==> src/rtl/lsm_pkg.sv <==
package lsm_pkg;
    parameter int NREG  = 16;
    parameter int IDX_W = $clog2(NREG);
    parameter int RID_W = IDX_W + 2;
    parameter int OFF_W = IDX_W + 4;
    parameter int CNT_W = IDX_W + 1;

    parameter logic [IDX_W-1:0] PC_IDX = IDX_W'(NREG - 1);
    parameter logic [IDX_W-1:0] SP_IDX = IDX_W'(NREG - 3);
    parameter logic [RID_W-1:0] TMP0   = RID_W'(2 * NREG);
    parameter logic [RID_W-1:0] TMP1   = RID_W'(2 * NREG + 1);

    typedef enum logic [2:0] {
        OP_ADDI    = 3'd0,
        OP_SUBI    = 3'd1,
        OP_LOAD    = 3'd2,
        OP_LOADRET = 3'd3,
        OP_STORE   = 3'd4,
        OP_MOV     = 3'd5,
        OP_MOVRET  = 3'd6
    } uop_op_e;

    typedef enum logic [2:0] {
        PH_IDLE,
        PH_COPY,
        PH_MEM,
        PH_BASE,
        PH_MOVE
    } phase_e;

    typedef struct packed {
        logic [IDX_W-1:0] base;
        logic             ascend;
        logic             load;
        logic             wb;
        logic             force_user;
        logic             exc_ret;
        logic [CNT_W-1:0] n;
    } ctx_t;

    typedef struct packed {
        uop_op_e          op;
        logic [RID_W-1:0] dst;
        logic [RID_W-1:0] src;
        logic [OFF_W-1:0] off;
        logic             ascend;
        logic             last;
        logic             delay;
        logic             ctrl;
        logic             ret;
    } uop_t;

    function automatic logic [CNT_W-1:0] popcnt(input logic [NREG-1:0] m);
        logic [CNT_W-1:0] c;
        c = '0;
        for (int i = 0; i < NREG; i++) begin
            c = c + CNT_W'(m[i]);
        end
        return c;
    endfunction

    function automatic logic [OFF_W-1:0] start_offset(input logic [CNT_W-1:0] n,
                                                      input logic ascend,
                                                      input logic pre);
        logic [OFF_W-1:0] s;
        s = ascend ? '0 : ((OFF_W'(n) << 2) - OFF_W'(4));
        if (!pre) begin
            s = s + OFF_W'(4);
        end
        return s;
    endfunction
endpackage

==> src/rtl/lsm_prio_pick.sv <==
module lsm_prio_pick
    import lsm_pkg::*;
#(
    parameter int W = NREG,
    localparam int IW = $clog2(W)
) (
    input  logic [W-1:0]  mask,
    output logic [IW-1:0] idx,
    output logic          only_one,
    output logic [W-1:0]  rest
);
    logic [W-1:0] minus_one;

    always_comb begin
        idx = '0;
        for (int i = W - 1; i >= 0; i--) begin
            if (mask[i]) begin
                idx = IW'(i);
            end
        end
    end

    assign minus_one = mask - W'(1);
    assign rest      = mask & minus_one;
    assign only_one  = (mask != '0) && (rest == '0);
endmodule

==> src/rtl/lsm_bank_map.sv <==
module lsm_bank_map
    import lsm_pkg::*;
(
    input  logic [IDX_W-1:0] idx,
    input  logic             force_user,
    output logic [RID_W-1:0] rid
);
    assign rid = force_user ? {2'b01, idx} : {2'b00, idx};
endmodule

==> src/rtl/lsm_uop_form.sv <==
module lsm_uop_form
    import lsm_pkg::*;
(
    input  phase_e           phase,
    input  ctx_t             ctx,
    input  logic [OFF_W-1:0] off,
    input  logic [IDX_W-1:0] pick_idx,
    input  logic             pick_only,
    input  logic [RID_W-1:0] pick_rid,
    input  logic [IDX_W-1:0] last_idx,
    input  logic [RID_W-1:0] last_rid,
    output uop_t             uop
);
    logic staged;
    logic retmove;

    assign staged  = ctx.load && ctx.wb && pick_only;
    assign retmove = ctx.exc_ret && (last_idx == PC_IDX);

    always_comb begin
        uop = '0;
        uop.op = OP_ADDI;
        unique case (phase)
            PH_COPY: begin
                uop.op   = OP_ADDI;
                uop.dst  = TMP0;
                uop.src  = RID_W'(ctx.base);
                uop.off  = '0;
                uop.last = (ctx.n == '0);
            end
            PH_MEM: begin
                if (ctx.load) begin
                    uop.op  = (!staged && ctx.exc_ret && pick_idx == PC_IDX) ? OP_LOADRET : OP_LOAD;
                    uop.dst = staged ? TMP1 : pick_rid;
                end else begin
                    uop.op  = OP_STORE;
                    uop.dst = pick_rid;
                end
                uop.src    = TMP0;
                uop.off    = off;
                uop.ascend = ctx.ascend;
                uop.last   = pick_only && !ctx.wb;
            end
            PH_BASE: begin
                uop.op   = ctx.ascend ? OP_ADDI : OP_SUBI;
                uop.dst  = RID_W'(ctx.base);
                uop.src  = RID_W'(ctx.base);
                uop.off  = OFF_W'(ctx.n) << 2;
                uop.last = !ctx.load;
            end
            PH_MOVE: begin
                uop.op   = retmove ? OP_MOVRET : OP_MOV;
                uop.dst  = retmove ? RID_W'(PC_IDX) : last_rid;
                uop.src  = TMP1;
                uop.ctrl = !retmove && (last_idx == PC_IDX);
                uop.ret  = !retmove && (last_idx == PC_IDX) && (ctx.base == SP_IDX);
                uop.last = 1'b1;
            end
            default: uop = '0;
        endcase
        uop.delay = (phase != PH_IDLE) && !uop.last;
    end
endmodule

==> src/rtl/lsm_uop_seq.sv <==
module lsm_uop_seq
    import lsm_pkg::*;
(
    input  logic             clk,
    input  logic             rst,
    input  logic             in_valid,
    output logic             in_ready,
    input  logic [NREG-1:0]  in_list,
    input  logic [IDX_W-1:0] in_base,
    input  logic             in_ascend,
    input  logic             in_pre,
    input  logic             in_user,
    input  logic             in_wb,
    input  logic             in_load,
    output logic             out_valid,
    input  logic             out_ready,
    output logic [2:0]       out_op,
    output logic [RID_W-1:0] out_dst,
    output logic [RID_W-1:0] out_src,
    output logic [OFF_W-1:0] out_off,
    output logic             out_ascend,
    output logic             out_last,
    output logic             out_delay,
    output logic             out_ctrl,
    output logic             out_ret,
    output logic             busy
);
    phase_e           phase_q;
    ctx_t             ctx_q;
    logic [NREG-1:0]  mask_q;
    logic [OFF_W-1:0] off_q;
    logic [IDX_W-1:0] last_q;

    logic [IDX_W-1:0] pick_idx;
    logic             pick_only;
    logic [NREG-1:0]  pick_rest;
    logic [RID_W-1:0] pick_rid;
    logic [RID_W-1:0] last_rid;
    uop_t             uop;
    logic             accept;
    logic             fire;

    assign in_ready  = (phase_q == PH_IDLE);
    assign busy      = !in_ready;
    assign out_valid = (phase_q != PH_IDLE);
    assign accept    = in_valid && in_ready;
    assign fire      = out_valid && out_ready;

    lsm_prio_pick #(.W(NREG)) u_pick (
        .mask     (mask_q),
        .idx      (pick_idx),
        .only_one (pick_only),
        .rest     (pick_rest)
    );

    lsm_bank_map u_map_pick (
        .idx        (pick_idx),
        .force_user (ctx_q.force_user),
        .rid        (pick_rid)
    );

    lsm_bank_map u_map_last (
        .idx        (last_q),
        .force_user (ctx_q.force_user),
        .rid        (last_rid)
    );

    lsm_uop_form u_form (
        .phase     (phase_q),
        .ctx       (ctx_q),
        .off       (off_q),
        .pick_idx  (pick_idx),
        .pick_only (pick_only),
        .pick_rid  (pick_rid),
        .last_idx  (last_q),
        .last_rid  (last_rid),
        .uop       (uop)
    );

    always_ff @(posedge clk) begin
        if (rst) begin
            phase_q <= PH_IDLE;
            ctx_q   <= '0;
            mask_q  <= '0;
            off_q   <= '0;
            last_q  <= '0;
        end else if (accept) begin
            ctx_q.base       <= in_base;
            ctx_q.ascend     <= in_ascend;
            ctx_q.load       <= in_load;
            ctx_q.wb         <= in_wb;
            ctx_q.force_user <= in_user && !in_list[NREG-1];
            ctx_q.exc_ret    <= in_user && in_list[NREG-1];
            ctx_q.n          <= popcnt(in_list);
            mask_q           <= in_list;
            off_q            <= start_offset(popcnt(in_list), in_ascend, in_pre);
            phase_q          <= PH_COPY;
        end else if (fire) begin
            unique case (phase_q)
                PH_COPY: phase_q <= (ctx_q.n == '0) ? PH_IDLE : PH_MEM;
                PH_MEM: begin
                    mask_q <= pick_rest;
                    off_q  <= ctx_q.ascend ? off_q + OFF_W'(4) : off_q - OFF_W'(4);
                    last_q <= pick_idx;
                    if (pick_only) begin
                        phase_q <= ctx_q.wb ? PH_BASE : PH_IDLE;
                    end
                end
                PH_BASE: phase_q <= ctx_q.load ? PH_MOVE : PH_IDLE;
                PH_MOVE: phase_q <= PH_IDLE;
                default: phase_q <= PH_IDLE;
            endcase
        end
    end

    assign out_op     = uop.op;
    assign out_dst    = uop.dst;
    assign out_src    = uop.src;
    assign out_off    = uop.off;
    assign out_ascend = uop.ascend;
    assign out_last   = uop.last;
    assign out_delay  = uop.delay;
    assign out_ctrl   = uop.ctrl;
    assign out_ret    = uop.ret;

    assert_copy_first_R3: assert property (@(posedge clk) disable iff (rst)
        accept |=> out_valid && out_op == OP_ADDI && out_dst == TMP0
                   && out_src == RID_W'($past(in_base)) && out_off == '0);

    assert_hold_stall_R11: assert property (@(posedge clk) disable iff (rst)
        (out_valid && !out_ready) |=> out_valid && $stable(out_op)
                   && $stable(out_dst) && $stable(out_src) && $stable(out_off));

    assert_end_after_last_R10: assert property (@(posedge clk) disable iff (rst)
        (out_valid && out_ready && out_last) |=> !out_valid);

    assert_one_reg_per_step_R5: assert property (@(posedge clk) disable iff (rst)
        (phase_q == PH_MEM && fire) |=> ($countones(mask_q) + 1 == $countones($past(mask_q))));

    assert_ctrl_on_pc_move_R9: assert property (@(posedge clk) disable iff (rst)
        (out_valid && out_ctrl) |-> (out_op == OP_MOV && out_dst == RID_W'(PC_IDX) && out_src == TMP1));

    assert_busy_blocks_R1: assert property (@(posedge clk) disable iff (rst)
        accept |=> busy && !in_ready);
endmodule

==> config.mk <==
export PLATFORM = sky130hd
export DESIGN_NAME = lsm_uop_seq
export DESIGN_NICKNAME = d
export VERILOG_FILES = /design/src/rtl/lsm_pkg.sv /design/src/rtl/lsm_prio_pick.sv /design/src/rtl/lsm_bank_map.sv /design/src/rtl/lsm_uop_form.sv /design/src/rtl/lsm_uop_seq.sv
export SDC_FILE = /design/constraint.sdc
export NUM_CORES = 1
export LEC_CHECK = 0
export BUFFER_PORTS_ARGS = -buffer_cell sky130_fd_sc_hd__buf_2
export CORE_MARGIN = 2
export CORE_UTILIZATION = 45
export DETAILED_ROUTE_END_ITERATION = 10
export GPL_TIMING_DRIVEN = 0
export MAX_ROUTING_LAYER = met4
export PLACE_DENSITY = 0.69
export RECOVER_POWER = 25
export SLEW_MARGIN = 20
export SYNTH_ARGS = -nofsm -noshare
export SYNTH_HDL_FRONTEND = slang
export SYNTH_SLANG_ARGS = --single-unit
==> constraint.sdc <==
create_clock -name clk -period 14.37 [get_ports clk]
set_clock_uncertainty 0.05 [all_clocks]
set_input_delay 2.874 -clock clk [delete_from_list [all_inputs] [get_ports clk]]
set_output_delay 2.874 -clock clk [all_outputs]
set_load 0.02 [all_outputs]
==> results.cfg <==
[critical_path]
worstPathMaxFanout = 7
critPathCaptureType = flip-flop
worstReg2RegStart = phase_q[2]$_SDFFE_PP0P_
rr_worst_depth = 7
critPathRequiredTime_ns = 14.50
startpoint_type = primary input
cp_data_arrival_time_ns = 7.36
ff2ff_setup_slack_ns = 11.40
worstSetupPathType = in -> reg
r2r_end = off_q[5]$_SDFFE_PP0P_

[die]
die_h_um = 89.8
design.core.area_um2 = 7180
start_util_pct = 46.2
ios = 60
die-area_um2 = 8070
die_w_um = 89.8
num_rows = 31

[sta]
rsz0062_at_grt = no
slew_viol_final = 0
setup_viol = 0
hold_viol_final = 0
max_freq_ghz = 0.138
slew_headroom_pct = 24.7
timing.final.crit_period_ns = 7.23
setup_tns_ns = 0
fin_crit_sh_pct = 50.3
tightestPinTransition_ns = 1.13

[clock_network]
cts_root_buffer = clkbuf_8
cts.sink_count = 43
cts_made_buffers = 5
clock_latency_ns = 0.29
cts_hold_buf = 0
clk_path_buf_depth = 2
cts.reportedPaths.clkPinSlew_ns = 0.08
postCtsResizedCells = 0
cts_max_level = 2
post-cts-setup-buffers = 0
cts_tree = built

[grt]
met1_usage_pct = 32.7
busiest_layer = met2
grt_pass1_vias = 3227
grtUsageMet3_pct = 3.69
track_usage_pct = 24.7
gr-total-overflow = 0
use_met2_pct = 39.5
grt_pass1_wl_um = 15900
grt_max_degree = 13
grt_antenna_before_repair = 0

[drt]
drtIter0Drc = 239
drc = 0
drt_wl_total_um = 9490
num_vias = 3469
ant_nets = 0
wire_per_inst_um = 15.6
viasPerCell = 5.71
firstDrtPassIters = 5

[synthesis]
syn_area_um2 = 3320
synth_warnings = 0
ys_types = 64
ys_seq_elements = 43
async_flop_share_pct = 0
synth_edf_count = 0
netlist_top_cells_count = 61 x nor2_1, 51 x nand2_1, 43 x dfxtp_1
synth_top_area_share_pct = 26.0
synth_cells = 445
synth_most_common_cell = nor2_1
yosysSeqAreaShare_pct = 26.0
avgSynthCellArea_um2 = 7.45
synth_area_leaders = dfxtp_1 26%, nor2_1 6.9%, fa_1 6.6%, nand2_1 5.8%, a21oi_1 5.6%
synth_area_leader_cell = dfxtp_1
synth_ff_type = dfxtp_1

[worst_hold_path]
hold_path_depth = 2
worstHoldStart = ctx_q[9]$_SDFFE_PP0P_
min_to = ctx_q[9]$_SDFFE_PP0P_
hold_class = reg -> reg

[placement]
port_buffers = 55
gp_routability_congestion = 0.923
dpl.hpwl_um = 7240

[flow_run]
cap_violations = 0

[layout]
drive_above_1_share_pct = 15.5
area_delta_synth_final_pct = 15.3
num-nets-final = 559
diodes = 0

[power_and_ir_drop]
peakVddDrop_mv = 0.168
p_total_w = 0.000572
power_density_nw_per_um2 = 149
p_leak_nw = 1.65

[run_status]
outcome = complete, no violations
## placed cells by master, fill, tap and decap left out, types with 6 or more instances in the layout
cell type,instances
a211oi_1,11
a21oi_1,37
a22oi_1,10
and3_1,7
buf_2,56
clkbuf_1,24
dfxtp_1,43
fa_1,11
ha_1,10
inv_1,33
nand2_1,51
nand3_1,6
nor2_1,61
nor3_1,13
nor4_1,6
o21ai_0,17
xnor2_1,9
## power breakdown
group / internal [W] / switching, W
Combinational: 0.000139 / 0.000190
Sequential: 0.000134 / 0.0000155
Clock: 0.0000510 / 0.0000419
Total: 0.000324 / 0.000248
## final cells by class
type / instances / area, µm²
plain buffers: 32 / 156
clock buffers: 6 / 72.6
clock inverters: 1 / 30.0
fillers: 731 / 3350
inverters: 33 / 124
multi-input cells: 339 / 2180
flip-flops and latches: 43 / 861
well taps: 99 / 124
repair buffers: 55 / 274
## registers in the layout, indices dropped and copies added, names as in the netlist
| signal | cells |
|---|---|
| last_q | 4 |
| phase_q | 3 |
| ctx_q | 14 |
| mask_q | 16 |
| off_q | 6 |
## critical path, cell delays in order
cell and delay [ns]:
buf_2 0.10, inv_1 0.05, fa_1 0.58, fa_1 0.47, fa_1 0.52, fa_1 0.43
inv_1 0.08, ha_1 0.16, inv_1 0.05, fa_1 0.39, xor2_1 0.42, and3_1 0.26
xnor3_1 0.23, and3_1 0.22, xnor2_1 0.14, a2111oi_0 0.37
## cell families after synthesis
family	count (synthesis)	share of synthesized area, %
xor gates and xnor gates	13	3.85
and+or+nand+nor	178	25.4
buffers and inverters	65	8.45
DFF	43	26.0
AOI/OAI and AO/OA	118	24.0
adders and majority gates	22	10.7
other	1	0.113
muxes	5	1.51
## routing by layer
layer / vias to the layer above / part of all wire, %
met4: 0 / 1.7
met1: 1649 / 45
met3: 13 / 6.2
met2: 116 / 47
met5: - / 0
li1: 1691 / -
## stage by stage
stage,util (%),instance area [µm²],setup slack [ns],cells,hold WS [ns]
finish,53.3,3820,7.14,608,0.408
global route,53.3,3820,6.84,608,0.422
CTS,53.3,3820,7.13,608,0.410
detailed placement,51.9,3720,6.82,601,0.398
global placement,51.9,3720,6.90,601,0.396
floorplan,-,3320,7.32,447,0.386
## worst max-delay path by stage
stage,from,to,slack [ns],cells past startpoint
after floorplan,in_list[0],off_q[6]$_SDFFE_PP0P_,7.32,15
after global placement,in_list[11],off_q[6]$_SDFFE_PP0P_,6.90,16
after detailed placement,in_list[11],off_q[6]$_SDFFE_PP0P_,6.82,16
after CTS,in_list[11],off_q[6]$_SDFFE_PP0P_,7.13,16
after global routing,in_list[11],off_q[6]$_SDFFE_PP0P_,6.84,16
final,in_list[11],off_q[6]$_SDFFE_PP0P_,7.14,16
No activity file was read; power rests on OpenSTA's default activity.
